$ cat src/rtl/rtc_trim_pkg.sv
package rtc_trim_pkg;

  localparam logic [1:0] ADDR_CAL  = 2'd0;
  localparam logic [1:0] ADDR_CTL  = 2'd1;
  localparam logic [1:0] ADDR_STAT = 2'd2;

  typedef struct packed {
    logic sleep;
    logic tmr_flag;
    logic tmr_en;
    logic wprot;
    logic ftest;
    logic halt;
  } ctl_t;

  typedef struct packed {
    logic       sign;
    logic [4:0] mag;
  } cal_t;

  // Cycles to add or remove in second k of a window of 2**wlog seconds,
  // spreading total cycles evenly over the window.
  function automatic int unsigned spread_adj(input int unsigned k,
                                             input int unsigned total,
                                             input int unsigned wlog);
    int unsigned upper;
    int unsigned lower;
    upper = ((k + 1) * total) >> wlog;
    lower = (k * total) >> wlog;
    return upper - lower;
  endfunction

endpackage

$ cat src/rtl/rtc_ctrl_regs.sv
module rtc_ctrl_regs
  import rtc_trim_pkg::*;
(
  input  logic       clk,
  input  logic       por,
  input  logic       pcyc,
  input  logic       batt_weak,
  input  logic       we,
  input  logic [1:0] addr,
  input  logic [7:0] wdata,
  output logic [7:0] rdata,
  output ctl_t       ctl,
  output cal_t       cal,
  output logic       batt_low,
  output logic       rst_release
);

  ctl_t ctl_q;
  cal_t cal_q;
  logic bl_q;
  logic rst_any;
  logic rst_d;
  logic unused_wd;

  assign rst_any     = por | pcyc;
  assign rst_release = rst_d & ~rst_any;
  assign unused_wd   = ^wdata[7:6];

  always_ff @(posedge clk) begin
    if (por) rst_d <= 1'b1;
    else     rst_d <= rst_any;
  end

  always_ff @(posedge clk) begin
    if (por) begin
      ctl_q <= '0;
      cal_q <= '0;
    end else if (pcyc) begin
      ctl_q.ftest <= 1'b0;
      ctl_q.wprot <= 1'b0;
    end else if (we) begin
      case (addr)
        ADDR_CAL: cal_q <= cal_t'(wdata[5:0]);
        ADDR_CTL: ctl_q <= ctl_t'(wdata[5:0]);
        default:  ;
      endcase
    end
  end

  always_ff @(posedge clk) begin
    if (por)              bl_q <= 1'b0;
    else if (rst_release) bl_q <= batt_weak;
  end

  always_comb begin
    case (addr)
      ADDR_CAL:  rdata = {2'b00, cal_q};
      ADDR_CTL:  rdata = {2'b00, ctl_q};
      ADDR_STAT: rdata = {bl_q, 7'b0};
      default:   rdata = 8'h00;
    endcase
  end

  assign ctl      = ctl_q;
  assign cal      = cal_q;
  assign batt_low = bl_q;

endmodule

$ cat src/rtl/rtc_base_divider.sv
module rtc_base_divider #(
  parameter int unsigned FT_HALF = 32
) (
  input  logic clk,
  input  logic por,
  input  logic osc_en,
  input  logic active,
  output logic ft_out
);

  localparam int FW = $clog2(FT_HALF + 1);
  localparam logic [FW-1:0] LAST = FW'(FT_HALF - 1);

  logic [FW-1:0] cnt_q;
  logic          sq_q;
  logic          ft_flip;

  assign ft_flip = active & osc_en & (cnt_q == LAST);

  always_ff @(posedge clk) begin
    if (por || !active) begin
      cnt_q <= '0;
      sq_q  <= 1'b0;
    end else if (osc_en) begin
      if (ft_flip) begin
        cnt_q <= '0;
        sq_q  <= ~sq_q;
      end else begin
        cnt_q <= cnt_q + 1'b1;
      end
    end
  end

  assign ft_out = sq_q;

endmodule

$ cat src/rtl/rtc_trim_counter.sv
module rtc_trim_counter
  import rtc_trim_pkg::*;
#(
  parameter int unsigned DIV_SEC  = 32768,
  parameter int unsigned WIN_SEC  = 64,
  parameter int unsigned STEP_CNT = 4
) (
  input  logic clk,
  input  logic por,
  input  logic osc_en,
  input  logic halt,
  input  cal_t cal,
  output logic tick
);

  localparam int unsigned MAX_TOT = 31 * STEP_CNT;
  localparam int unsigned LIM_MAX = DIV_SEC + MAX_TOT;
  localparam int CW = $clog2(LIM_MAX + 1);
  localparam int WL = $clog2(WIN_SEC);

  logic [CW-1:0] cnt_q;
  logic [WL-1:0] sec_q;
  logic          tick_q;
  int unsigned   adj_w;
  logic [CW-1:0] limit_w;
  logic          run_w;
  logic          sec_wrap;

  always_comb begin
    adj_w   = spread_adj(32'(sec_q), 32'(cal.mag) * STEP_CNT, WL);
    limit_w = cal.sign ? CW'(DIV_SEC - adj_w) : CW'(DIV_SEC + adj_w);
  end

  assign run_w    = osc_en & ~halt;
  assign sec_wrap = run_w & (cnt_q >= (limit_w - 1'b1));

  always_ff @(posedge clk) begin
    if (por) begin
      cnt_q  <= '0;
      sec_q  <= '0;
      tick_q <= 1'b0;
    end else begin
      tick_q <= sec_wrap;
      if (sec_wrap) begin
        cnt_q <= '0;
        sec_q <= sec_q + 1'b1;
      end else if (run_w) begin
        cnt_q <= cnt_q + 1'b1;
      end
    end
  end

  assign tick = tick_q;

endmodule

$ cat src/rtl/rtc_trim_prescaler.sv
module rtc_trim_prescaler
  import rtc_trim_pkg::*;
#(
  parameter int unsigned DIV_SEC  = 32768,
  parameter int unsigned FT_HALF  = 32,
  parameter int unsigned WIN_SEC  = 64,
  parameter int unsigned STEP_CNT = 4
) (
  input  logic       clk,
  input  logic       por,
  input  logic       pcyc,
  input  logic       osc_en,
  input  logic       batt_weak,
  input  logic       reg_we,
  input  logic [1:0] reg_addr,
  input  logic [7:0] reg_wdata,
  output logic [7:0] reg_rdata,
  output logic       sec_tick,
  output logic       ftest_out
);

  ctl_t ctl_w;
  cal_t cal_w;
  logic batt_low;
  logic rst_release;
  logic ft_active;
  logic st_halt;
  logic st_ftest;
  logic st_wprot;

  rtc_ctrl_regs u_regs (
    .clk        (clk),
    .por        (por),
    .pcyc       (pcyc),
    .batt_weak  (batt_weak),
    .we         (reg_we),
    .addr       (reg_addr),
    .wdata      (reg_wdata),
    .rdata      (reg_rdata),
    .ctl        (ctl_w),
    .cal        (cal_w),
    .batt_low   (batt_low),
    .rst_release(rst_release)
  );

  assign st_halt   = ctl_w.halt;
  assign st_ftest  = ctl_w.ftest;
  assign st_wprot  = ctl_w.wprot;
  assign ft_active = st_ftest & ~st_halt;

  rtc_base_divider #(.FT_HALF(FT_HALF)) u_base (
    .clk    (clk),
    .por    (por),
    .osc_en (osc_en),
    .active (ft_active),
    .ft_out (ftest_out)
  );

  rtc_trim_counter #(
    .DIV_SEC (DIV_SEC),
    .WIN_SEC (WIN_SEC),
    .STEP_CNT(STEP_CNT)
  ) u_trim (
    .clk    (clk),
    .por    (por),
    .osc_en (osc_en),
    .halt   (st_halt),
    .cal    (cal_w),
    .tick   (sec_tick)
  );

endmodule

$ cat config.mk
export PLATFORM = sky130hd
export DESIGN_NAME = rtc_trim_prescaler
export DESIGN_NICKNAME = d
export VERILOG_FILES = /design/src/rtl/rtc_trim_pkg.sv /design/src/rtl/rtc_ctrl_regs.sv /design/src/rtl/rtc_base_divider.sv /design/src/rtl/rtc_trim_counter.sv /design/src/rtl/rtc_trim_prescaler.sv
export SDC_FILE = /design/constraint.sdc
export NUM_CORES = 1
export LEC_CHECK = 0
export BUFFER_PORTS_ARGS = -buffer_cell sky130_fd_sc_hd__buf_2
export CAP_MARGIN = 20
export CELL_PAD_IN_SITES_DETAIL_PLACEMENT = 0
export CELL_PAD_IN_SITES_GLOBAL_PLACEMENT = 1
export CORE_MARGIN = 3
export CORE_UTILIZATION = 40
export DETAILED_ROUTE_END_ITERATION = 16
export GPL_TIMING_DRIVEN = 0
export PLACE_DENSITY = 0.67
export SLEW_MARGIN = 20
export SYNTH_ARGS = -nofsm -noshare
export SYNTH_HDL_FRONTEND = slang
export SYNTH_SLANG_ARGS = --single-unit
$ cat constraint.sdc
create_clock -name clk -period 11.7 [get_ports clk]
set_clock_uncertainty 0.2 [all_clocks]
set_input_delay 1.17 -clock clk [delete_from_list [all_inputs] [get_ports clk]]
set_output_delay 1.17 -clock clk [all_outputs]
set_load 0.02 [all_outputs]
==> results of run 1 <==
-- placed cells by master, fill, tap and decap left out, drive strengths merged, types with 2 or more instances in the layout --
master	Yosys	final
or4b	2	2
nor3	29	29
nor4	3	3
nor3b	3	3
a211oi	5	5
a21o	11	11
inv	42	43
mux2i	17	17
nand3	16	16
a21oi	31	31
nor2	44	44
nand2	45	45
a31oi	4	4
clkbuf	22	27
and2	37	37
or2	3	3
o21bai	3	3
a221o	2	2
dfxtp	44	44
a211o	2	2
xor2	28	28
a41oi	2	2
nand4	6	6
o21a	5	5
nor4b	4	4
buf	4	24
nor2b	12	12
ha	66	66
fa	26	26
o22ai	2	2
o311ai	3	3
nand2b	11	11
a31o	2	2
o31ai	2	2
o21ai	12	12
and3	8	8
or4	2	2
xnor2	26	26
and4	2	2
-- logic make-up (layout without fill, tap and decap cells) --
kind of cell | after synthesis | after routing | share of synthesized area
buf+inv | 68 | 96 | 0.0520
compound gates | 93 | 93 | 0.124
mux | 17 | 17 | 0.0340
simple gates | 231 | 231 | 0.242
fa+ha+maj | 92 | 92 | 0.269
other cells | 1 | 1 | 0.000749
xor+xnor | 55 | 55 | 0.102
flops | 44 | 44 | 0.176
-- final cells by class --
class	instances	area (um^2)
plain buffers	26	103
clock buffers	5	125
clock inverters	3	46.3
fillers	1249	6620
inverters	42	158
multi-input cells	489	3870
flip-flops and latches	44	881
well taps	168	210
repair buffers	20	103
-- state kept, by name, indices dropped and copies added (netlist names) --
signal	flops
u_regs.batt_low	1
u_base.cnt_q	6
u_regs.rst_d	1
u_regs.cal	6
u_trim.tick	1
u_trim.cnt_q	16
u_regs.ctl	6
u_base.ft_out	1
u_trim.sec_q	6
-- synth_stat cells, types with 2 or more instances --
cell / instances / area (um^2)
ha_1: 66 / 826
nand2_1: 45 / 169
dfxtp_1: 44 / 881
nor2_1: 44 / 165
inv_1: 42 / 158
and2_1: 37 / 231
a21oi_1: 29 / 145
nor3_1: 29 / 145
xor2_1: 28 / 245
fa_1: 26 / 521
xnor2_1: 24 / 210
clkbuf_1: 22 / 82.6
mux2i_1: 17 / 170
nand3_1: 16 / 80.1
nor2b_1: 12 / 75.1
a21o_1: 11 / 82.6
nand2b_1: 11 / 68.8
o21ai_0: 11 / 55.1
and3_1: 8 / 50.1
nand4_1: 6 / 37.5
a211oi_1: 5 / 37.5
o21a_1: 5 / 37.5
a31oi_1: 4 / 25.0
nor4b_1: 4 / 35.0
nor3b_1: 3 / 22.5
nor4_1: 3 / 18.8
o21bai_1: 3 / 22.5
o311ai_0: 3 / 26.3
a211o_1: 2 / 17.5
a221o_1: 2 / 20.0
a31o_2: 2 / 17.5
a41oi_1: 2 / 17.5
and4_1: 2 / 17.5
buf_1: 2 / 7.51
o22ai_1: 2 / 12.5
o31ai_1: 2 / 15.0
or2_1: 2 / 12.5
or4b_1: 2 / 20.0
xnor2_2: 2 / 32.5
-- power by group through the flow --
stage	sequential [mW]	clock, mW	combinational (mW)
global placement	0.158	0	0.0689
CTS	0.155	0.168	0.0716
detailed placement	0.158	0	0.0708
finish	0.155	0.163	0.0705
global route	0.155	0.173	0.0806
floorplan	0.157	0	0.0534
-- metal layers --
metal | routed length [um] | GRT usage | up-vias
li1 | - | - | 2130
met1 | 5720 | 0.237 | 1957
met2 | 5500 | 0.278 | 47
met3 | 251 | 0.0192 | 4
met4 | 57 | 0.0352 | 0
met5 | 0 | 0 | -
-- final timing paths --
check	startpoint	end	slack, ps
setup reg to reg	u_trim.sec_q[0]$_SDFFE_PP0P_	u_trim.cnt_q[15]$_SDFFE_PP0P_	1650
hold / removal	u_regs.ctl[5]$_SDFFE_PP0P_	u_regs.ctl[5]$_SDFFE_PP0P_	270
hold reg to reg	u_regs.ctl[5]$_SDFFE_PP0P_	u_regs.ctl[5]$_SDFFE_PP0P_	270
setup / recovery	u_trim.sec_q[0]$_SDFFE_PP0P_	u_trim.cnt_q[15]$_SDFFE_PP0P_	1650
-- through the flow --
| step | utilization | cell area, um^2 | hold slack, ps | instances |
|---|---|---|---|---|
| 6_report | 0.454 | 5500 | 275 | 797 |
| 5_1_grt | 0.454 | 5500 | 323 | 797 |
| 4_1_cts | 0.454 | 5500 | 277 | 797 |
| 3_5_place_dp | 0.440 | 5330 | 268 | 789 |
| 3_3_place_gp | 0.439 | 5310 | 265 | 788 |
| 2_1_floorplan | - | 5010 | 253 | 601 |
-- tightest hold or removal path: cells and delay by family (launching register included) --
family / cells / cell delay, ps
DFF: 1 / 310
AOI/OAI and AO/OA: 2 / 120
==> reports/results.tsv, run 1 <==
metric	value	unit
pin_count	26	
drt_iter0_markers	175	
critical_path.max_fanout	10	
drive_gt1_frac	0.0636	
yosysWarnings	0	
outcome	finished clean	
fin_crit	10050	ps
cp.depth	36	
ys_seq_area_frac	0.176	
synth_ff_type	dfxtp_1	
crit_type	reg -> reg	
arrival	10000	ps
clk_pin_slew_worst_paths	70	ps
crit_path_top_delay_cell	or4_1	
viasPerCell	5.19	
drtPass1Iterations	4	
clock_sinks	44	
cts_root_buffer	clkbuf_16	
cts_resized	0	
grt_overflow	0	
pwr-share-clk	0.420	
wl_per_cell	14.5	um
finalSetupTns	0	ps
htree_num_levels	2	
grt_usage	0.168	
synth-edff-count	0	
max_freq	99.6	MHz
antenna_found_initial	0	
relSlewSlack	0.512	
drc_errors	0	
critPathTopFamily	compound AO/OA/AOI/OAI gates	
fin_ws	1650	ps
final_nets	736	
cts_setup_buffers	0	
grt_max_degree	16	
finalSetupViolations	0	
seqPwrFrac	0.398	
io_buffers	19	
initial_core_util	0.413	
worstSkewPairLatency	290	ps
p_total	388	uW
cts_hold_repair.buffers	0	
maxCapViolCount	0	
max_stage_delay	560	ps
peakVddDrop	0.0774	mV
diodes	0	
grt_first_pass_wirelength	19600	um
dieWidth	118	um
power_density	70.7	nW/um^2
dr_total_vias	4138	
slew_viol_final	0	
min_path_cells	2	
die_h	118	um
numCtsBuffers	5	
finalCritPeriodShare	0.859	
endpoint_kind	flop	
power_frac_comb	0.182	
syn_avg_cell_area	8.33	um^2
num_rows	40	
syn_to_final_growth	9.80	%
ys_types	60	
cts.path.max_buffers	2	
gp_congestion	0.818	
antenna_left	0	
async_flop_share	0	
p_switching	106	uW
cp-start-kind	flop	
hpwl	9350	um
cts_tree	built	
synth_nets	709	
dieArea	13900	um^2
hold_path.class	reg -> reg	
p_int	282	uW
grt_pass1_vias	4058	
hold_violations	0	
postSynthCellCount	601	
core	12100	um^2
routed_wl	11500	um
tightest_slew	726	ps
p_leak	2.64	nW
swShare	0.273	
r2r_cells	36	
rsz0062_at_grt	false	
worstPathRequired	11650	ps
synth_seq_cells	44	
syn_area	5010	um^2
pre_cts_slack	1640	ps
critPathBufInv	5	
(Power assumes the default switching activity.)
==> inputs of run 2 (changes only) <==
--- a/config.mk
+++ b/config.mk
@@ -10,10 +10,10 @@
 export CELL_PAD_IN_SITES_DETAIL_PLACEMENT = 0
 export CELL_PAD_IN_SITES_GLOBAL_PLACEMENT = 1
 export CORE_MARGIN = 3
-export CORE_UTILIZATION = 40
+export CORE_UTILIZATION = 44
 export DETAILED_ROUTE_END_ITERATION = 16
 export GPL_TIMING_DRIVEN = 0
-export PLACE_DENSITY = 0.67
+export PLACE_DENSITY = 0.73
 export SLEW_MARGIN = 20
 export SYNTH_ARGS = -nofsm -noshare
 export SYNTH_HDL_FRONTEND = slang
==> run 2 against run 1 <==
Net effect:
- count of clock-buffer cells in the layout unchanged
- critical path depth unchanged
- sequential share of layout area up 0.20 points
- first-iteration DRC count down 18%
- total power down 8.3%
- core utilization up 4.0 points
- global-route usage up 1.1 points
- non-clock buffer count unchanged
- sequential power about the same
- register-to-register slack better by 80 ps
==> reports/results.tsv, run 2 (same netlist as run 1, synthesis figures left out) <==
metric	value	unit	change
critical_path.max_fanout	10		unchanged
viasPerCell	5.38		+3.6%
die_h	113	um	-4.4%
peakVddDrop	0.0735	mV	-4.9%
cp-start-kind	flop		
finalSetupViolations	0		unchanged
grt_pass1_vias	3955		-2.5%
cts_setup_buffers	0		unchanged
critPathBufInv	5		unchanged
grt_first_pass_wirelength	18900	um	-3.6%
relSlewSlack	0.477		-0.0350
dieWidth	113	um	-4.4%
final_area	5430	um^2	-1.3%
drive_gt1_frac	0.0621		-0.00149
drtPass1Iterations	4		unchanged
drc_errors	0		unchanged
worstPathRequired	11640	ps	about the same
pwr-share-clk	0.368		-0.052
tightest_slew	778	ps	+52.1 ps
io_buffers	19		unchanged
num_rows	38		-5.0%
dieArea	12700	um^2	-8.6%
drt_iter0_markers	143		-18%
grt_overflow	0		unchanged
crit_type	reg -> reg		
placedCellCount	761		-3.5%
clock_sinks	44		unchanged
max_stage_delay	570	ps	about the same
layout_common_cells	ha_1 (66), nand2_1 (45), nor2_1 (44), dfxtp_1 (44), inv_1 (42)		
pin_count	26		unchanged
cts_tree	built		
placed_area	5290	um^2	-0.66%
cts_root_buffer	clkbuf_16		
worstSkewPairLatency	280	ps	about the same
power_density	65.6	nW/um^2	-7.2%
final_nets	736		unchanged
p_switching	97.4	uW	-8.0%
p_total	356	uW	-8.3%
antenna_left	0		unchanged
endpoint_kind	flop		
arrival	9910	ps	-90 ps
swShare	0.273		+0.000896
cts_hold_repair.buffers	0		unchanged
antenna_found_initial	0		unchanged
maxCapViolCount	0		unchanged
power_frac_comb	0.198		+0.016
clk_pin_slew_worst_paths	60	ps	about the same
top_register	u_trim.cnt_q		
syn_to_final_growth	8.42	%	
htree_num_levels	2		unchanged
cts_resized	0		unchanged
numCtsBuffers	5		unchanged
core	11000	um^2	-9.3%
fin_cells	768		-3.6%
outcome	finished clean		
p_int	259	uW	-8.5%
hpwl	9130	um	-2.3%
utilization	0.494		+0.0404
routed_wl	11200	um	-3.2%
slew_viol_final	0		unchanged
largest_register_ffs	16		unchanged
crit_path_top_delay_cell	or4_1		
rsz0062_at_grt	false		
cts.path.max_buffers	2		unchanged
max_freq	100	MHz	+0.76%
diodes	0		unchanged
critPathTopFamily	compound AO/OA/AOI/OAI gates		
hold_violations	0		unchanged
wl_per_cell	14.5	um	+0.44%
seqPwrFrac	0.435		+0.037
initial_core_util	0.456		+0.0425
grt_usage	0.179		+0.0112
gp_congestion	0.835		+2.1%
hold_path.class	reg -> reg		
finalCritPeriodShare	0.852		-0.00646
p_leak	2.62	nW	-0.56%
finalSetupTns	0	ps	unchanged
dr_total_vias	4130		-0.19%
grt_max_degree	14		-2
final_common_cell	ha_1		
fin_crit	9970	ps	-75.6 ps
==> run 2: through the flow <==
stage | setup WS (ps) | hold slack, ps
after floorplan | 3030 | 253
after global placement | 1800 | 262
after detailed placement | 1760 | 277
after CTS | 1700 | 286
after global routing | 999 | 321
final | 1730 | 287
==> run 2: final timing paths <==
check,startpoint,to,slack (ps),cells after the start
setup / recovery,u_trim.sec_q[0]$_SDFFE_PP0P_,u_trim.cnt_q[4]$_SDFFE_PP0P_,1730,36
hold / removal,u_regs.ctl[3]$_SDFFE_PP0P_,u_regs.ctl[3]$_SDFFE_PP0P_,290,2
setup reg to reg,u_trim.sec_q[0]$_SDFFE_PP0P_,u_trim.cnt_q[4]$_SDFFE_PP0P_,1730,36
hold reg to reg,u_regs.ctl[3]$_SDFFE_PP0P_,u_regs.ctl[3]$_SDFFE_PP0P_,290,2
==> run 2: power by group through the flow <==
stage               Combinational, mW  Sequential, mW  Clock, mW
global placement               0.0682           0.158          0
floorplan                      0.0534           0.157          0
finish                         0.0704           0.155      0.131
global route                   0.0817           0.155      0.143
detailed placement             0.0705           0.158          0
CTS                            0.0716           0.155      0.136
==> run 2: per-layer routing <==
metal | GRT usage | vias to the layer above | share of wire
met5 | 0 | - | 0
met4 | 0.0529 | 0 | 0.013
met3 | 0.0237 | 12 | 0.029
met2 | 0.283 | 59 | 0.46
met1 | 0.256 | 1942 | 0.49
li1 | - | 2117 | -
==> run 2: worst min-delay path, stage by stage (launching register included) <==
cell and delay (ps):
dfxtp_1 310, o21ai_0 70, a21oi_1 60
==> run 2: area by class of cell <==
type / count / area, um^2
Fill cell: 1094 / 5560
Multi-Input combinational cell: 489 / 3870
Sequential cell: 44 / 881
Tap cell: 140 / 175
Inverter: 42 / 158
Clock buffer: 5 / 125
Timing Repair Buffer: 20 / 103
Buffer: 26 / 103
Clock inverter: 2 / 12.5
==> inputs of run 3 (changes only) <==
--- a/config.mk
+++ b/config.mk
@@ -5,7 +5,7 @@
 export SDC_FILE = /design/constraint.sdc
 export NUM_CORES = 1
 export LEC_CHECK = 0
-export BUFFER_PORTS_ARGS = -buffer_cell sky130_fd_sc_hd__buf_2
+export BUFFER_PORTS_ARGS = -buffer_cell sky130_fd_sc_hd__buf_4
 export CAP_MARGIN = 20
 export CELL_PAD_IN_SITES_DETAIL_PLACEMENT = 0
 export CELL_PAD_IN_SITES_GLOBAL_PLACEMENT = 1
@@ -14,6 +14,7 @@
 export DETAILED_ROUTE_END_ITERATION = 16
 export GPL_TIMING_DRIVEN = 0
 export PLACE_DENSITY = 0.73
+export REMOVE_ABC_BUFFERS = 1
 export SLEW_MARGIN = 20
 export SYNTH_ARGS = -nofsm -noshare
 export SYNTH_HDL_FRONTEND = slang
==> run 3 against run 2 <==
Net effect:
- count of clock-buffer cells in the layout grew 1
- cell count shrank 2.9%
- setup slack lost 150 ps
- routed wire length shrank 1.5%
- sequential cell count is the same
- worst hold slack lost 8.2 ps
- fmax shrank 1.5%
- first-iteration DRC count grew 80%
- highest routed layer unchanged
- sequential share of layout area is essentially flat
- sequential power is essentially flat
- clock power grew 27%
==> reports/results.tsv, run 3 (same netlist as run 1, synthesis figures left out) <==
metric	value	unit	change
peakVddDrop	0.0675	mV	-8.3%
cts_tree	built		
finalCritPeriodShare	0.865		+0.0126
crit_type	reg -> reg		
finalSetupTns	0	ps	unchanged
relSlewSlack	0.362		-0.115
placedCellCount	738		-3.0%
critPathTopFamily	compound AO/OA/AOI/OAI gates		
drtPass1Iterations	6		+2
htree_num_levels	2		unchanged
cts_resized	0		unchanged
diodes	0		unchanged
gp_congestion	0.858		+2.7%
core	11000	um^2	unchanged
grt_first_pass_wirelength	19000	um	+0.55%
grt_overflow	0		unchanged
io_buffers	22		+3
grt_pass1_vias	4026		+1.8%
drc_errors	0		unchanged
dieArea	12700	um^2	unchanged
die_h	113	um	unchanged
maxCapViolCount	0		unchanged
drive_gt1_frac	0.0677		+0.00555
grt_usage	0.178		-0.00177
viasPerCell	5.42		+0.88%
final_nets	713		-3.1%
final_common_cell	ha_1		
rsz0062_at_grt	false		
fin_cells	746		-2.9%
slew_viol_final	0		unchanged
layout_common_cells	ha_1 (66), nand2_1 (45), nor2_1 (44), dfxtp_1 (44), inv_1 (42)		
hpwl	8550	um	-6.4%
clk_pin_slew_worst_paths	70	ps	about the same
power_density	72.1	nW/um^2	+9.9%
p_leak	2.63	nW	+0.16%
pin_count	26		unchanged
wl_per_cell	14.7	um	+1.4%
drt_iter0_markers	258		+80%
critical_path.max_fanout	17		+7
final.fill_count	1072		-2.0%
crit_path_top_delay_cell	a21oi_1		
outcome	finished clean		
worstSkewPairLatency	280	ps	about the same
fin_crit	10120	ps	+148 ps
dr_total_vias	4047		-2.0%
cts_setup_buffers	0		unchanged
cts.path.max_buffers	2		unchanged
arrival	10140	ps	+230 ps
hold_path.class	reg -> reg		
dieWidth	113	um	unchanged
largest_register_ffs	16		unchanged
grt_max_degree	46		+32
top_register	u_trim.cnt_q		
max_freq	98.8	MHz	-1.5%
cp-start-kind	flop		
critPathBufInv	2		-3
multi_input_area	3870	um^2	unchanged
max_stage_delay	730	ps	+160 ps
hold_violations	0		unchanged
tightest_slew	957	ps	+179 ps
cts_hold_repair.buffers	0		unchanged
antenna_left	0		unchanged
cpMostUsedCell	ha_1		
syn_to_final_growth	8.57	%	
worstPathRequired	11720	ps	+80 ps
cts_root_buffer	clkbuf_16		
endpoint_kind	flop		
numCtsBuffers	5		unchanged
seqCellArea	881	um^2	unchanged
initial_core_util	0.456		unchanged
antenna_found_initial	0		unchanged
num_rows	38		unchanged
finalSetupViolations	0		unchanged
routed_wl	11000	um	-1.5%
clock_sinks	44		unchanged
## run 3: changes by cell type in the layout (fill, tap and decap cells not counted), sizes merged
cell      change
clkbuf       -21
buf           -1
clkinvlp      -1
bufinv        +1
## run 3: path summary, 6_finish.rpt
kind / from / end / slack, ps / cells after the start
setup / recovery: u_trim.sec_q[0]$_SDFFE_PP0P_ / u_trim.tick$_SDFF_PP0_ / 1580 / 33
hold / removal: u_regs.ctl[5]$_SDFFE_PP0P_ / u_regs.ctl[5]$_SDFFE_PP0P_ / 280 / 2
setup reg to reg: u_trim.sec_q[0]$_SDFFE_PP0P_ / u_trim.tick$_SDFF_PP0_ / 1580 / 33
hold reg to reg: u_regs.ctl[5]$_SDFFE_PP0P_ / u_regs.ctl[5]$_SDFFE_PP0P_ / 280 / 2
## run 3: per-layer routing
| layer | share of wire | GRT usage | vias to the layer above |
|---|---|---|---|
| met5 | 0 | 0 | - |
| met4 | 0.010 | 0.0377 | 0 |
| met3 | 0.013 | 0.0167 | 10 |
| met2 | 0.47 | 0.296 | 20 |
| met1 | 0.50 | 0.251 | 1941 |
| li1 | - | - | 2076 |
## run 3: report_power, final
group          leakage, nW  total [mW]  internal (mW)  switching [mW]
sequential           0.356       0.157          0.152         0.00516
combinational         2.19      0.0674         0.0293          0.0380
clock               0.0871       0.167          0.107          0.0599
total                 2.63       0.392          0.289           0.103
## run 3: worst reg2reg max path: cells and delay by family (launching register included)
kind                       cells  cell delay, ps
xor gates and xnor gates       4             620
DFF                            1             620
adders and majority gates      7            2900
buffers and inverters          2             100
AOI/OAI and AO/OA             12            3920
and+or+nand+nor                8            1670
## run 3: layout make-up
class,instances,share of cell area
tap,140,0.0322
inverter,42,0.0290
multi-input combinational,489,0.712
clock buffer,6,0.0256
timing repair buffer,23,0.0318
clock inverter,2,0.00714
sequential,44,0.162
## run 3: stage by stage
stage	power, mW	hold WS, ps	worst slack (ps)	instance area [um^2]	util
4_1_cts	0.396	276	1480	5440	0.495
6_report	0.392	279	1580	5440	0.495
2_1_floorplan	0.207	247	2950	4900	-
3_5_place_dp	0.228	267	1530	5260	0.479
5_1_grt	0.410	314	870	5440	0.495
3_3_place_gp	0.226	262	1650	5240	0.477
